===== src/rtl/tls_pkg.sv =====
// Package: shared state encodings for the trigger latency sequencer.
// Assumes: nothing beyond IEEE 1800-2017 enum support.
package tls_pkg;

    // Top-level sequence phases.
    typedef enum logic [1:0] {
        SEQ_IDLE = 2'd0,
        SEQ_LOAD = 2'd1,
        SEQ_WAIT = 2'd2
    } seq_state_t;

    // Serial delay-line loader phases.
    typedef enum logic [1:0] {
        LD_IDLE  = 2'd0,
        LD_SHIFT = 2'd1,
        LD_LATCH = 2'd2
    } ld_state_t;

endpackage


===== src/rtl/tls_sync_edge.sv =====
// Module: tls_sync_edge
// Brings an asynchronous level into the clock domain through STAGES flops,
// then flags its rising edge for one cycle.
// Assumes: STAGES >= 2; input pulses last at least one clock period.
module tls_sync_edge #(
    parameter int STAGES = 2
) (
    input  logic clk,
    input  logic rst_n,
    input  logic async_in,
    output logic rise
);

    logic [STAGES-1:0] sync_q;
    logic              prev_q;

    // Synchroniser chain plus one delayed copy for edge detection.
    always_ff @(posedge clk) begin
        if (!rst_n) begin
            sync_q <= '0;
            prev_q <= 1'b0;
        end else begin
            sync_q <= {sync_q[STAGES-2:0], async_in};
            prev_q <= sync_q[STAGES-1];
        end
    end

    // One-cycle flag on a synchronised low-to-high transition.
    assign rise = sync_q[STAGES-1] & ~prev_q;

endmodule


===== src/rtl/tls_serial_loader.sv =====
// Module: tls_serial_loader
// Sends a W-bit code MSB first on a divided serial clock. It then waits one
// half-period and strobes latch-enable for one half-period, and finally pulses
// done for one cycle.
// Assumes: go is only raised while the loader is idle; HALF >= 2; W >= 2.
module tls_serial_loader
    import tls_pkg::*;
#(
    parameter int W    = 8,
    parameter int HALF = 4
) (
    input  logic         clk,
    input  logic         rst_n,
    input  logic         go,
    input  logic [W-1:0] code_in,
    output logic         sclk,
    output logic         sdata,
    output logic         le,
    output logic         done
);

    localparam int CW = (HALF > 1) ? $clog2(HALF) : 1;
    localparam int BW = (W > 1) ? $clog2(W) : 1;
    localparam logic [CW-1:0] CNT_LAST = CW'(HALF - 1);
    localparam logic [BW-1:0] BIT_TOP  = BW'(W - 1);

    ld_state_t     st_q;
    logic [W-1:0]  shreg_q;
    logic [CW-1:0] cnt_q;
    logic [BW-1:0] bit_q;
    logic          sclk_q;
    logic          le_q;
    logic          done_q;

    // Phase machine: shift bits, leave a gap, strobe the latch, report done.
    always_ff @(posedge clk) begin
        if (!rst_n) begin
            st_q    <= LD_IDLE;
            shreg_q <= '0;
            cnt_q   <= '0;
            bit_q   <= '0;
            sclk_q  <= 1'b0;
            le_q    <= 1'b0;
            done_q  <= 1'b0;
        end else begin
            done_q <= 1'b0;
            case (st_q)
                LD_IDLE: begin
                    if (go) begin
                        shreg_q <= code_in;
                        bit_q   <= BIT_TOP;
                        cnt_q   <= '0;
                        sclk_q  <= 1'b0;
                        st_q    <= LD_SHIFT;
                    end
                end
                LD_SHIFT: begin
                    if (cnt_q == CNT_LAST) begin
                        cnt_q <= '0;
                        if (!sclk_q) begin
                            sclk_q <= 1'b1;
                        end else begin
                            sclk_q <= 1'b0;
                            if (bit_q == '0) begin
                                st_q <= LD_LATCH;
                            end else begin
                                bit_q   <= bit_q - 1'b1;
                                shreg_q <= {shreg_q[W-2:0], 1'b0};
                            end
                        end
                    end else begin
                        cnt_q <= cnt_q + 1'b1;
                    end
                end
                LD_LATCH: begin
                    if (cnt_q == CNT_LAST) begin
                        cnt_q <= '0;
                        if (!le_q) begin
                            le_q <= 1'b1;
                        end else begin
                            le_q   <= 1'b0;
                            done_q <= 1'b1;
                            st_q   <= LD_IDLE;
                        end
                    end else begin
                        cnt_q <= cnt_q + 1'b1;
                    end
                end
                default: st_q <= LD_IDLE;
            endcase
        end
    end

    // Outputs come straight from flops.
    assign sclk  = sclk_q;
    assign sdata = shreg_q[W-1];
    assign le    = le_q;
    assign done  = done_q;

endmodule


===== src/rtl/tls_latency_timer.sv =====
// Module: tls_latency_timer
// After a one-cycle arm pulse in cycle c, raises fire for one cycle in
// cycle c + LATENCY.
// Assumes: LATENCY >= 2; arm is not raised while the timer is running.
module tls_latency_timer #(
    parameter int LATENCY = 128
) (
    input  logic clk,
    input  logic rst_n,
    input  logic arm,
    output logic fire
);

    localparam int LW = $clog2(LATENCY + 1);
    localparam logic [LW-1:0] LOAD_VAL = LW'(LATENCY - 1);

    logic [LW-1:0] cnt_q;
    logic          run_q;

    // Down-counter that reaches zero in the firing cycle.
    always_ff @(posedge clk) begin
        if (!rst_n) begin
            cnt_q <= '0;
            run_q <= 1'b0;
        end else if (arm) begin
            cnt_q <= LOAD_VAL;
            run_q <= 1'b1;
        end else if (run_q) begin
            if (cnt_q == '0) begin
                run_q <= 1'b0;
            end else begin
                cnt_q <= cnt_q - 1'b1;
            end
        end
    end

    // Fire in the single cycle where a running count sits at zero.
    assign fire = run_q & (cnt_q == '0);

endmodule


===== src/rtl/trig_latency_seq.sv =====
// Module: trig_latency_seq (top)
// Orders delay-line load, excitation pulse and readout trigger, or turns an
// external trigger edge into a readout trigger, always with a fixed latency.
// Assumes: src_mode changes only while busy is low; start is synchronous.
module trig_latency_seq
    import tls_pkg::*;
#(
    parameter int LATENCY     = 128,
    parameter int DLY_W       = 8,
    parameter int SCLK_HALF   = 4,
    parameter int SYNC_STAGES = 2
) (
    input  logic             clk,
    input  logic             rst_n,
    input  logic             src_mode,
    input  logic             start,
    input  logic [DLY_W-1:0] delay_code,
    input  logic             ext_trig,
    output logic             trig_out,
    output logic             chip_trig,
    output logic             dl_sclk,
    output logic             dl_sdata,
    output logic             dl_le,
    output logic             busy
);

    seq_state_t state_q;
    logic       ext_rise;
    logic       ld_done;
    logic       accept_start;
    logic       accept_ext;
    logic       fire_pulse;
    logic       lat_arm;
    logic       fire;

    // External trigger enters the clock domain here.
    tls_sync_edge #(.STAGES(SYNC_STAGES)) u_sync (
        .clk      (clk),
        .rst_n    (rst_n),
        .async_in (ext_trig),
        .rise     (ext_rise)
    );

    // Acceptance is gated by idleness and by mode.
    assign accept_start = (state_q == SEQ_IDLE) & ~src_mode & start;
    assign accept_ext   = (state_q == SEQ_IDLE) &  src_mode & ext_rise;

    // Delay-line loader, started by an accepted start command.
    tls_serial_loader #(.W(DLY_W), .HALF(SCLK_HALF)) u_loader (
        .clk     (clk),
        .rst_n   (rst_n),
        .go      (accept_start),
        .code_in (delay_code),
        .sclk    (dl_sclk),
        .sdata   (dl_sdata),
        .le      (dl_le),
        .done    (ld_done)
    );

    // Excitation pulse fires on the loader's done cycle.
    assign fire_pulse = (state_q == SEQ_LOAD) & ld_done;
    assign lat_arm    = fire_pulse | accept_ext;

    // Fixed pipeline latency to the readout trigger.
    tls_latency_timer #(.LATENCY(LATENCY)) u_timer (
        .clk   (clk),
        .rst_n (rst_n),
        .arm   (lat_arm),
        .fire  (fire)
    );

    // Sequence control: idle, loading the delay line, waiting on latency.
    always_ff @(posedge clk) begin
        if (!rst_n) begin
            state_q <= SEQ_IDLE;
        end else begin
            case (state_q)
                SEQ_IDLE: begin
                    if (accept_start)    state_q <= SEQ_LOAD;
                    else if (accept_ext) state_q <= SEQ_WAIT;
                end
                SEQ_LOAD: if (fire_pulse) state_q <= SEQ_WAIT;
                SEQ_WAIT: if (fire)       state_q <= SEQ_IDLE;
                default:                  state_q <= SEQ_IDLE;
            endcase
        end
    end

    // Outputs.
    assign trig_out  = fire_pulse;
    assign chip_trig = fire;
    assign busy      = (state_q != SEQ_IDLE);

endmodule


===== config.mk =====
export PLATFORM = sky130hd
export DESIGN_NAME = trig_latency_seq
export DESIGN_NICKNAME = d
export VERILOG_FILES = /design/src/rtl/tls_pkg.sv /design/src/rtl/tls_sync_edge.sv /design/src/rtl/tls_serial_loader.sv /design/src/rtl/tls_latency_timer.sv /design/src/rtl/trig_latency_seq.sv
export SDC_FILE = /design/constraint.sdc
export NUM_CORES = 1
export LEC_CHECK = 0
export ABC_AREA = 1
export BUFFER_PORTS_ARGS = -buffer_cell sky130_fd_sc_hd__buf_4
export CORE_MARGIN = 2
export CORE_UTILIZATION = 52
export CTS_BUF_LIST = sky130_fd_sc_hd__clkbuf_4 sky130_fd_sc_hd__clkbuf_8 sky130_fd_sc_hd__clkbuf_16
export DETAILED_ROUTE_END_ITERATION = 8
export GPL_TIMING_DRIVEN = 0
export PLACE_DENSITY = 0.83
export SLEW_MARGIN = 20
export SYNTH_ARGS = -nofsm -noshare
export SYNTH_HDL_FRONTEND = slang
export SYNTH_SLANG_ARGS = --single-unit

===== constraint.sdc =====
create_clock -name clk -period 1.32 [get_ports clk]
set_input_delay 0 -clock clk [delete_from_list [all_inputs] [get_ports clk]]
set_output_delay 0 -clock clk [all_outputs]
set_load 0.1 [all_outputs]

==> results.ini, run 1 <==
[logic_synthesis]
synth_common_cells=85 x nand2_1, 32 x dfxtp_1, 29 x inv_1
synth_top_area_cell=dfxtp_1
yosys_warnings=0
syn-num-nets=279
synth_top_area_share_pct=37.5
ys_seq_area_share_pct=37.5
ys.flop_type=dfxtp_1
postSynthCellCount=257
synthDistinctLibCells=21
async_reset_ff_share_pct=0
syn_avg_cell_area_um2=6.64
synthTopCellsByArea=dfxtp_1 38%, nand2_1 19%, nand3_1 8.2%
yosysMostFrequentCell=nand2_1
synth_edf_count=0
synthesis.area_mm2=0.00171
synth_seq_cells=32

[global_routing]
grt_overflow=0
grt_max_degree=11
grt_pass1_vias=1673
grt_pass1_wl_um=6920
track_usage_pct=25.3
antenna_found_initial=0

[sta]
setup_slack_ps=-85.1
finalHoldViolations=0
period_share_pct=106
holdWs_ps=23.9
maxSlewViolCount=0
finalCriticalPeriod_ps=1410
rsz0062_at_grt=yes
slew_headroom_pct=77.6
clock_skew_ps=11.8
worstMarginPinSlew_ps=332
finalSetupViolations=22
fmax_mhz=712

[drt]
finalWirelength_um=4780
drtIter0Drc=129
via_count=1811
drt-wirelength-per-cell_um=13.7
viasPerCell=5.20
dr.pass1.iters=4
antenna_left=0
drc=0

[setup_path]
reg2regPathDepth=9
start_kind=flop
worstSetupEndpointType=flop
cp.required_ps=1550
cp.arrival_ps=1640
crit_fanout=5
r2r-start=u_loader.st_q[1]$_SDFFE_PN0P_
worst_r2r_endpoint=u_loader.shreg_q[1]$_SDFFE_PN0P_
timing.reg2reg.setup_slack_ps=-90
crit_type=flop to flop

[power]
total_power_mw=4.62
ir_drop_mv=1.34
p_leak_nw=1.09
power.density_mw_per_mm2=1850

[worst_hold_path]
hp-class=primary input to flop
hp-start=delay_code[7]
whs_path_depth=5
hold_end=u_loader.shreg_q[7]$_SDFFE_PN0P_

[run]
cap_viol_max_count=0

[placed_design]
place_inst=318
dp_hpwl_um=2470
gp_congestion=0.864
placed_cell_area_mm2=0.00194
port-buffer-count=17

[clock_tree]
cts-buffers-inserted=5
cts-root-buf=clkbuf_4
htree_levels=2
clk_path_buf_depth=2
clk_latency_ps=350
numClockSinks=32
clk_pin_slew_ps=100
cts_tree=built

[outcome]
status=complete, but fails checks
failed_checks=negative setup slack

[layout]
register_area_um2=668
drive_above_1_share_pct=45.1
area.growth.synth_to_final_pct=46.5
fillers=196
multi_input_area_mm2=0.00117
num_antenna_cells=0
fin_cells=348
final_area_mm2=0.00250
utilization_pct=81.2
layout.nets=325

[die]
start_util_pct=55.4
rows=20
fp.dieH_um=61.3
core-area_mm2=0.00308
io_pins=19
dieWidth_um=61.3
dieArea_mm2=0.00376

-- final cells by class --
type	count	share of cell area, %
clock buffer	8	2.65
tap	44	2.20
sequential	32	26.7
multi-input combinational	185	46.9
inverter	30	4.75
timing repair buffer	39	13.6
buffer	10	3.20
-- report_power, final --
group / total [mW] / internal [mW] / leakage (nW) / switching, mW
clock: 0.653 / 0.304 / 0.0394 / 0.349
combinational: 2.63 / 1.10 / 0.783 / 1.53
sequential: 1.34 / 1.18 / 0.268 / 0.160
total: 4.62 / 2.58 / 1.09 / 2.04
-- per-stage QoR --
stage | setup TNS (ps) | setup WS [ps]
final | -1160 | -85.1
after global routing | -2730 | -155
after CTS | -869 | -83.9
after detailed placement | -2730 | -158
after global placement | -2140 | -125
after floorplan | -1650 | -192
-- critical path, stage by stage, from the launching register on --
cell and delay [ps]:
dfxtp_2 370, inv_4 60, ha_4 190, nand2_2 90, o21ai_2 70, nor2_2 140, nand2_2 110, buf_6 150
nand2_2 60, a21oi_2 50
-- cells by family after synthesis --
kind of cell,Yosys count,synth area share [%]
adder cells (fa/ha/maj),9,6.60
buffers and inverters,40,10.2
flip-flops,32,37.5
AND/OR/NAND/NOR,141,35.0
XOR/XNOR,1,0.513
AO/OA/AOI/OAI,34,10.2
-- layer usage --
metal / vias up / routed length (um) / GRT usage, % / share of wire, %
met5: - / 0 / 0 / 0
met4: 0 / 91 / 9.94 / 1.9
met3: 12 / 217 / 6.30 / 4.5
met2: 54 / 2550 / 47.0 / 53
met1: 839 / 1920 / 27.3 / 40
li1: 906 / - / - / -
-- what timing repair did --
| item | in CTS | in global routing |
|---|---|---|
| setup endpoints to repair | 25 | 30 |
| gates cloned | 2 | 1 |
| pin swaps | 13 | 14 |
| resized for setup | 57 | 48 |
| buffers inserted | 12 | 1 |
| endpoints found under the hold margin | 11 | 0 |
| hold buffers | 6 | 0 |
-- sequential cells by signal, summed over array words and instances (netlist names) --
name / count
state_q: 2
u_loader.bit_q: 3
u_loader.cnt_q: 2
u_loader.done: 1
u_loader.le: 1
u_loader.sclk: 1
u_loader.shreg_q: 8
u_loader.st_q: 2
u_sync.prev_q: 1
u_sync.sync_q: 2
u_timer.cnt_q: 8
u_timer.run_q: 1
-- worst max-delay path by stage --
stage	endpoint	slack, ps	startpoint
2_1_floorplan	u_timer.cnt_q[2]$_SDFFE_PN0P_	-190	state_q[1]$_SDFFE_PN0P_
3_3_place_gp	u_loader.st_q[0]$_SDFFE_PN0P_	-130	u_loader.st_q[1]$_SDFFE_PN0P_
3_5_place_dp	u_loader.shreg_q[2]$_SDFFE_PN0P_	-160	u_loader.cnt_q[0]$_SDFFE_PN0P_
4_1_cts	chip_trig	-80	u_timer.cnt_q[1]$_SDFFE_PN0P_
5_1_grt	u_loader.shreg_q[1]$_SDFFE_PN0P_	-160	u_loader.cnt_q[1]$_SDFFE_PN0P_
6_report	u_loader.shreg_q[1]$_SDFFE_PN0P_	-90	u_loader.st_q[1]$_SDFFE_PN0P_
-- cells in the final DEF (no fill, tap or decap), types with 7 or more instances in the layout --
cell type	instances
a21oi_1	13
a21oi_2	14
buf_4	29
buf_6	9
clkbuf_4	7
dfxtp_1	18
dfxtp_2	10
inv_1	20
inv_2	8
nand2_1	64
nand2_2	18
nand3_1	20
nand3_2	7
nor2_1	13
Note: power is estimated with default switching activity, not from simulation.
==> inputs of run 2 (changes only) <==
CORE_UTILIZATION = 45   (was 52)
PLACE_DENSITY = 0.74   (was 0.83)
==> results.ini, run 2 (synthesis results as in run 1) <==
[outcome]
status=complete, but fails checks
failed_checks=negative setup slack

[setup_path]
r2r-start=u_loader.cnt_q[0]$_SDFFE_PN0P_
crit_fanout=5
timing.reg2reg.setup_slack_ps=-100
cpMaxStageDelayCell=dfxtp_2
crit_start=u_loader.cnt_q[0]$_SDFFE_PN0P_
start_kind=flop
cp.arrival_ps=1570
cp.required_ps=1470
reg2regPathDepth=9
slowest_delay_ps=370
crit_type=flop to flop
path_common_cell=nand2_2
worstSetupEndpointType=flop
worst_r2r_endpoint=u_loader.shreg_q[1]$_SDFFE_PN0P_
crit_chain=ha_4 > inv_1 > nand2_2 > o21ai_2 > nor2_2 > nand2_2 > buf_6 > nand2_2 > a21oi_2

[power]
total_power_mw=4.71
pwr-share-seq_pct=28.0
combPwrFrac_pct=54.3
p_sw_share_pct=42.6
power.density_mw_per_mm2=2000
clkPwrFrac_pct=17.7
ir_drop_mv=1.32
p_leak_nw=1.05
power_switching_mw=2.00
internal_power_mw=2.70

[placed_design]
gp_congestion=0.843
dp_hpwl_um=2390
place_ws_ps=-146
port-buffer-count=17

[die]
rows=22
dieArea_mm2=0.00430
core-area_mm2=0.00366
fp.dieH_um=65.6
dieWidth_um=65.6
start_util_pct=46.6
io_pins=19

[layout]
num_antenna_cells=0
layout.nets=318
drive_above_1_share_pct=36.4
most-common-layout-cells=70 x nand2_1, 30 x buf_4, 27 x nand3_1, 24 x a21oi_1, 21 x inv_1
fillers=325
mostFrequentLayoutCell=nand2_1
top_regs=u_loader.shreg_q (8), u_timer.cnt_q (8), u_loader.bit_q (3)
area.growth.synth_to_final_pct=37.5

[global_routing]
grt_max_degree=11
grt_pass1_wl_um=6620
track_usage_pct=20.4
antenna_found_initial=0
grt_overflow=0
grt_pass1_vias=1527

[clock_tree]
htree_levels=2
clk_pin_slew_ps=60
cts-buffers-inserted=5
numClockSinks=32
cts_tree=built
clk_path_buf_depth=2
clk_latency_ps=290
cts-root-buf=clkbuf_8

[run]
cap_viol_max_count=0

[worst_hold_path]
whs_path_depth=3
hp-class=primary input to flop
hold_end=u_loader.shreg_q[0]$_SDFFE_PN0P_
hp-start=delay_code[0]

[sta]
finalCriticalPeriod_ps=1420
slew_headroom_pct=60.2
period_share_pct=107
rsz0062_at_grt=yes
setup_slack_ps=-97.0
finalSetupViolations=14
fmax_mhz=706
clock_skew_ps=9.31
finalHoldViolations=0
maxSlewViolCount=0
worstMarginPinSlew_ps=598

[drt]
drtIter0Drc=79
dr.pass1.iters=4
via_count=1719
viasPerCell=4.98
drc=0
antenna_left=0
finalWirelength_um=4090
drt-wirelength-per-cell_um=11.9

-- run 2: final cells by class --
type                            count  area [um^2]  share of cell area, %
Clock buffer                        8         97.6                   4.16
Inverter                           30          121                   5.17
Timing Repair Buffer               32          259                   11.0
Multi-Input combinational cell    185         1060                   45.4
Tap cell                           48         60.1                   2.56
Buffer                             10         81.3                   3.46
Sequential cell                    32          663                   28.3
-- run 2: through the flow --
stage | hold WS [ps] | utilization [%] | instances | setup TNS, ps | instance area [um^2]
floorplan | 97.6 | - | 257 | -1650 | 1750
global placement | 184 | 53.0 | 322 | -2210 | 1940
detailed placement | 197 | 53.0 | 322 | -2660 | 1940
CTS | 7.66 | 61.7 | 341 | -66.0 | 2260
global route | 26.7 | 64.1 | 345 | -2170 | 2350
finish | 9.93 | 64.1 | 345 | -944 | 2350
-- run 2: power groups by stage --
| stage | Sequential, mW | Clock (mW) | Combinational, mW |
|---|---|---|---|
| final | 1.32 | 0.834 | 2.55 |
| after global routing | 1.34 | 0.901 | 2.81 |
| after CTS | 1.30 | 0.845 | 2.27 |
| after detailed placement | 1.30 | 0 | 1.78 |
| after global placement | 1.30 | 0 | 1.75 |
| after floorplan | 1.43 | 0 | 1.29 |
-- run 2: metal layers --
metal	up-vias	track usage, %	share of wire, %
li1	893	-	-
met1	772	23.0	44
met2	49	36.6	50
met4	0	7.03	1.4
met3	5	5.65	4.7
met5	-	0	0
-- run 2: worst max path at each step --
stage / end / slack [ps] / cells past startpoint
after floorplan: u_timer.cnt_q[2]$_SDFFE_PN0P_ / -190 / 8
after global placement: u_loader.st_q[1]$_SDFFE_PN0P_ / -130 / 9
after detailed placement: u_timer.cnt_q[6]$_SDFFE_PN0P_ / -150 / 7
after CTS: chip_trig / -50 / 7
after global routing: u_loader.shreg_q[0]$_SDFFE_PN0P_ / -180 / 9
final: u_loader.shreg_q[1]$_SDFFE_PN0P_ / -100 / 9
-- run 2: what timing repair did --
item | 4_1_cts | 5_1_grt
buffers inserted | 9 | 4
pin swaps | 14 | 6
hold endpoints to repair | 1 | 0
gates resized for setup | 45 | 22
hold buffers | 1 | 0
cloned | 1 | 0
setup endpoints to repair | 24 | 27
-- run 2: worst max-delay path: cells and delay by family, from the launching register on --
| kind | cells | cell delay, ps |
|---|---|---|
| and+or+nand+nor | 4 | 410 |
| AOI/OAI and AO/OA | 2 | 130 |
| adders and majority gates | 1 | 160 |
| buffers and inverters | 2 | 210 |
| DFF | 1 | 370 |
==> inputs of run 3 (changes only) <==
ABC_AREA = default   (was 1)
GPL_TIMING_DRIVEN = default   (was 0)
PLACE_DENSITY = 0.75   (was 0.74)
==> results.ini, run 3 <==
[drt]
drtIter0Drc=105
via_count=1625
finalWirelength_um=4600
antenna_left=0
drc=0
drt-wirelength-per-cell_um=15.5
dr.pass1.iters=4
viasPerCell=5.47

[logic_synthesis]
synth_top_area_share_pct=40.2
ys.flop_type=dfxtp_1
ys_seq_area_share_pct=40.2
synth_common_cells=32 x dfxtp_1, 14 x a21oi_1, 13 x nand2_1
synth_seq_cells=32
synthDistinctLibCells=43
syn-num-nets=197
yosysMostFrequentCell=dfxtp_1
async_reset_ff_share_pct=0
synth_edf_count=0
yosys_warnings=0
syn_avg_cell_area_um2=9.11
synth_top_area_cell=dfxtp_1
synthesis.area_mm2=0.00159
synthTopCellsByArea=dfxtp_1 40%, ha_1 7.1%, mux2i_1 5.7%
postSynthCellCount=175

[outcome]
status=complete, but fails checks
failed_checks=negative setup slack

[clock_tree]
numClockSinks=32
clk_latency_ps=340
clk_path_buf_depth=2
cts-root-buf=clkbuf_4
clk_pin_slew_ps=110
cts-buffers-inserted=5
htree_levels=2
cts_tree=built

[sta]
setup_slack_ps=-492
finalSetupViolations=27
maxSlewViolCount=0
worstMarginPinSlew_ps=312
period_share_pct=137
finalCriticalPeriod_ps=1810
finalHoldViolations=0
slew_headroom_pct=79.0
fmax_mhz=552
rsz0062_at_grt=yes
clock_skew_ps=10.5
holdWs_ps=20.1

[global_routing]
antenna_found_initial=0
grt_overflow=0
grt_pass1_wl_um=7420
track_usage_pct=23.5
grt_pass1_vias=1642
grt_max_degree=19

[layout]
area.growth.synth_to_final_pct=63.6
utilization_pct=77.5
drive_above_1_share_pct=58.2
most-common-layout-cells=60 x buf_4, 22 x dfxtp_1, 13 x nand2_1, 10 x buf_6
num_antenna_cells=0
mostFrequentLayoutCell=buf_4
layout.nets=272
fin_cells=297
top_regs=u_loader.shreg_q (8), u_timer.cnt_q (8), u_loader.bit_q (3)
final_area_mm2=0.00261

[worst_hold_path]
whs_path_depth=3
hp-start=delay_code[5]
hold_end=u_loader.shreg_q[5]$_SDFFE_PN0P_
hp-class=primary input to flop

[setup_path]
crit_fanout=4
worstSetupEndpointType=flop
start_kind=flop
cp.required_ps=1550
cp.arrival_ps=2040
worst_r2r_endpoint=u_timer.cnt_q[7]$_SDFFE_PP0P_
reg2regPathDepth=8
r2r-start=u_timer.cnt_q[1]$_SDFFE_PN0P_
timing.reg2reg.setup_slack_ps=-490
crit_type=flop to flop

[die]
core-area_mm2=0.00336
io_pins=19
fp.dieH_um=63.5
start_util_pct=47.4
dieWidth_um=63.5
rows=21
dieArea_mm2=0.00403

[power]
power.density_mw_per_mm2=1620
total_power_mw=4.23
p_leak_nw=1.05
ir_drop_mv=1.17

[run]
cap_viol_max_count=0

[placed_design]
port-buffer-count=18
placed_cell_area_mm2=0.00218
gp_congestion=0.812
dp_hpwl_um=2710
place_inst=268

-- run 3: worst max path at each step --
stage                     slack, ps                           from                       endpoint
after detailed placement       -300  u_timer.cnt_q[0]$_SDFFE_PN0P_  u_timer.cnt_q[1]$_SDFFE_PN0P_
final                          -490  u_timer.cnt_q[1]$_SDFFE_PN0P_  u_timer.cnt_q[7]$_SDFFE_PP0P_
after global routing           -540  u_timer.cnt_q[1]$_SDFFE_PN0P_  u_timer.cnt_q[7]$_SDFFE_PP0P_
after floorplan                -210  u_timer.cnt_q[0]$_SDFFE_PN0P_  u_timer.cnt_q[4]$_SDFFE_PN0P_
after CTS                      -380  u_timer.cnt_q[1]$_SDFFE_PN0P_                      chip_trig
after global placement         -210  u_timer.cnt_q[0]$_SDFFE_PN0P_  u_timer.cnt_q[4]$_SDFFE_PN0P_
-- run 3: critical path, cell delays in order, from the launching register on --
cell and delay (ps):
dfxtp_2 340, inv_2 70, ha_4 130, or3b_4 410, buf_6 150, buf_4 130, o2111ai_2 180, xor2_1 210
nor3_1 70
-- run 3: logic make-up (layout without fill, tap and decap cells) --
family / Yosys count / after routing / share of synthesized area, %
compound gates: 51 / 51 / 22.1
xor+xnor: 5 / 5 / 2.75
fa+ha+maj: 9 / 9 / 7.06
buf+inv: 14 / 90 / 3.61
flops: 32 / 32 / 40.2
mux: 10 / 10 / 6.36
simple gates: 54 / 54 / 18.0
-- run 3: layout make-up --
type	count	area, um^2
multi-input combinational	129	1180
fill	241	756
sequential	32	661
timing repair buffer	74	613
tap	46	57.6
clock buffer	6	51.3
inverter	8	35.0
clock inverter	2	10.0
-- run 3: repair_timing --
item                                    4_1_cts  5_1_grt
endpoints found under the hold margin        10        0
hold buffers                                  3        0
setup buffers                                12        6
endpoints found under the setup margin       24       27
pin swaps                                    16       12
resized for setup                            39       15
-- run 3: per-layer routing --
metal	vias up	part of all wire (%)	global-route usage [%]	routed length [um]
li1	783	-	-	-
met1	792	41	26.4	1890
met2	42	53	43.2	2450
met3	8	4.3	5.89	197
met4	0	1.5	7.34	70
met5	-	0	0	0
-- run 3: stage by stage --
| stage | TNS, ps | worst slack (ps) |
|---|---|---|
| finish | -4770 | -492 |
| global route | -6520 | -540 |
| CTS | -3830 | -381 |
| detailed placement | -4270 | -297 |
| global placement | -2830 | -208 |
| floorplan | -2590 | -209 |
-- run 3: power by group --
| part | internal [mW] | total [mW] | switching, mW |
|---|---|---|---|
| clock | 0.253 | 0.615 | 0.362 |
| combinational | 1.18 | 2.33 | 1.15 |
| sequential | 1.15 | 1.29 | 0.144 |
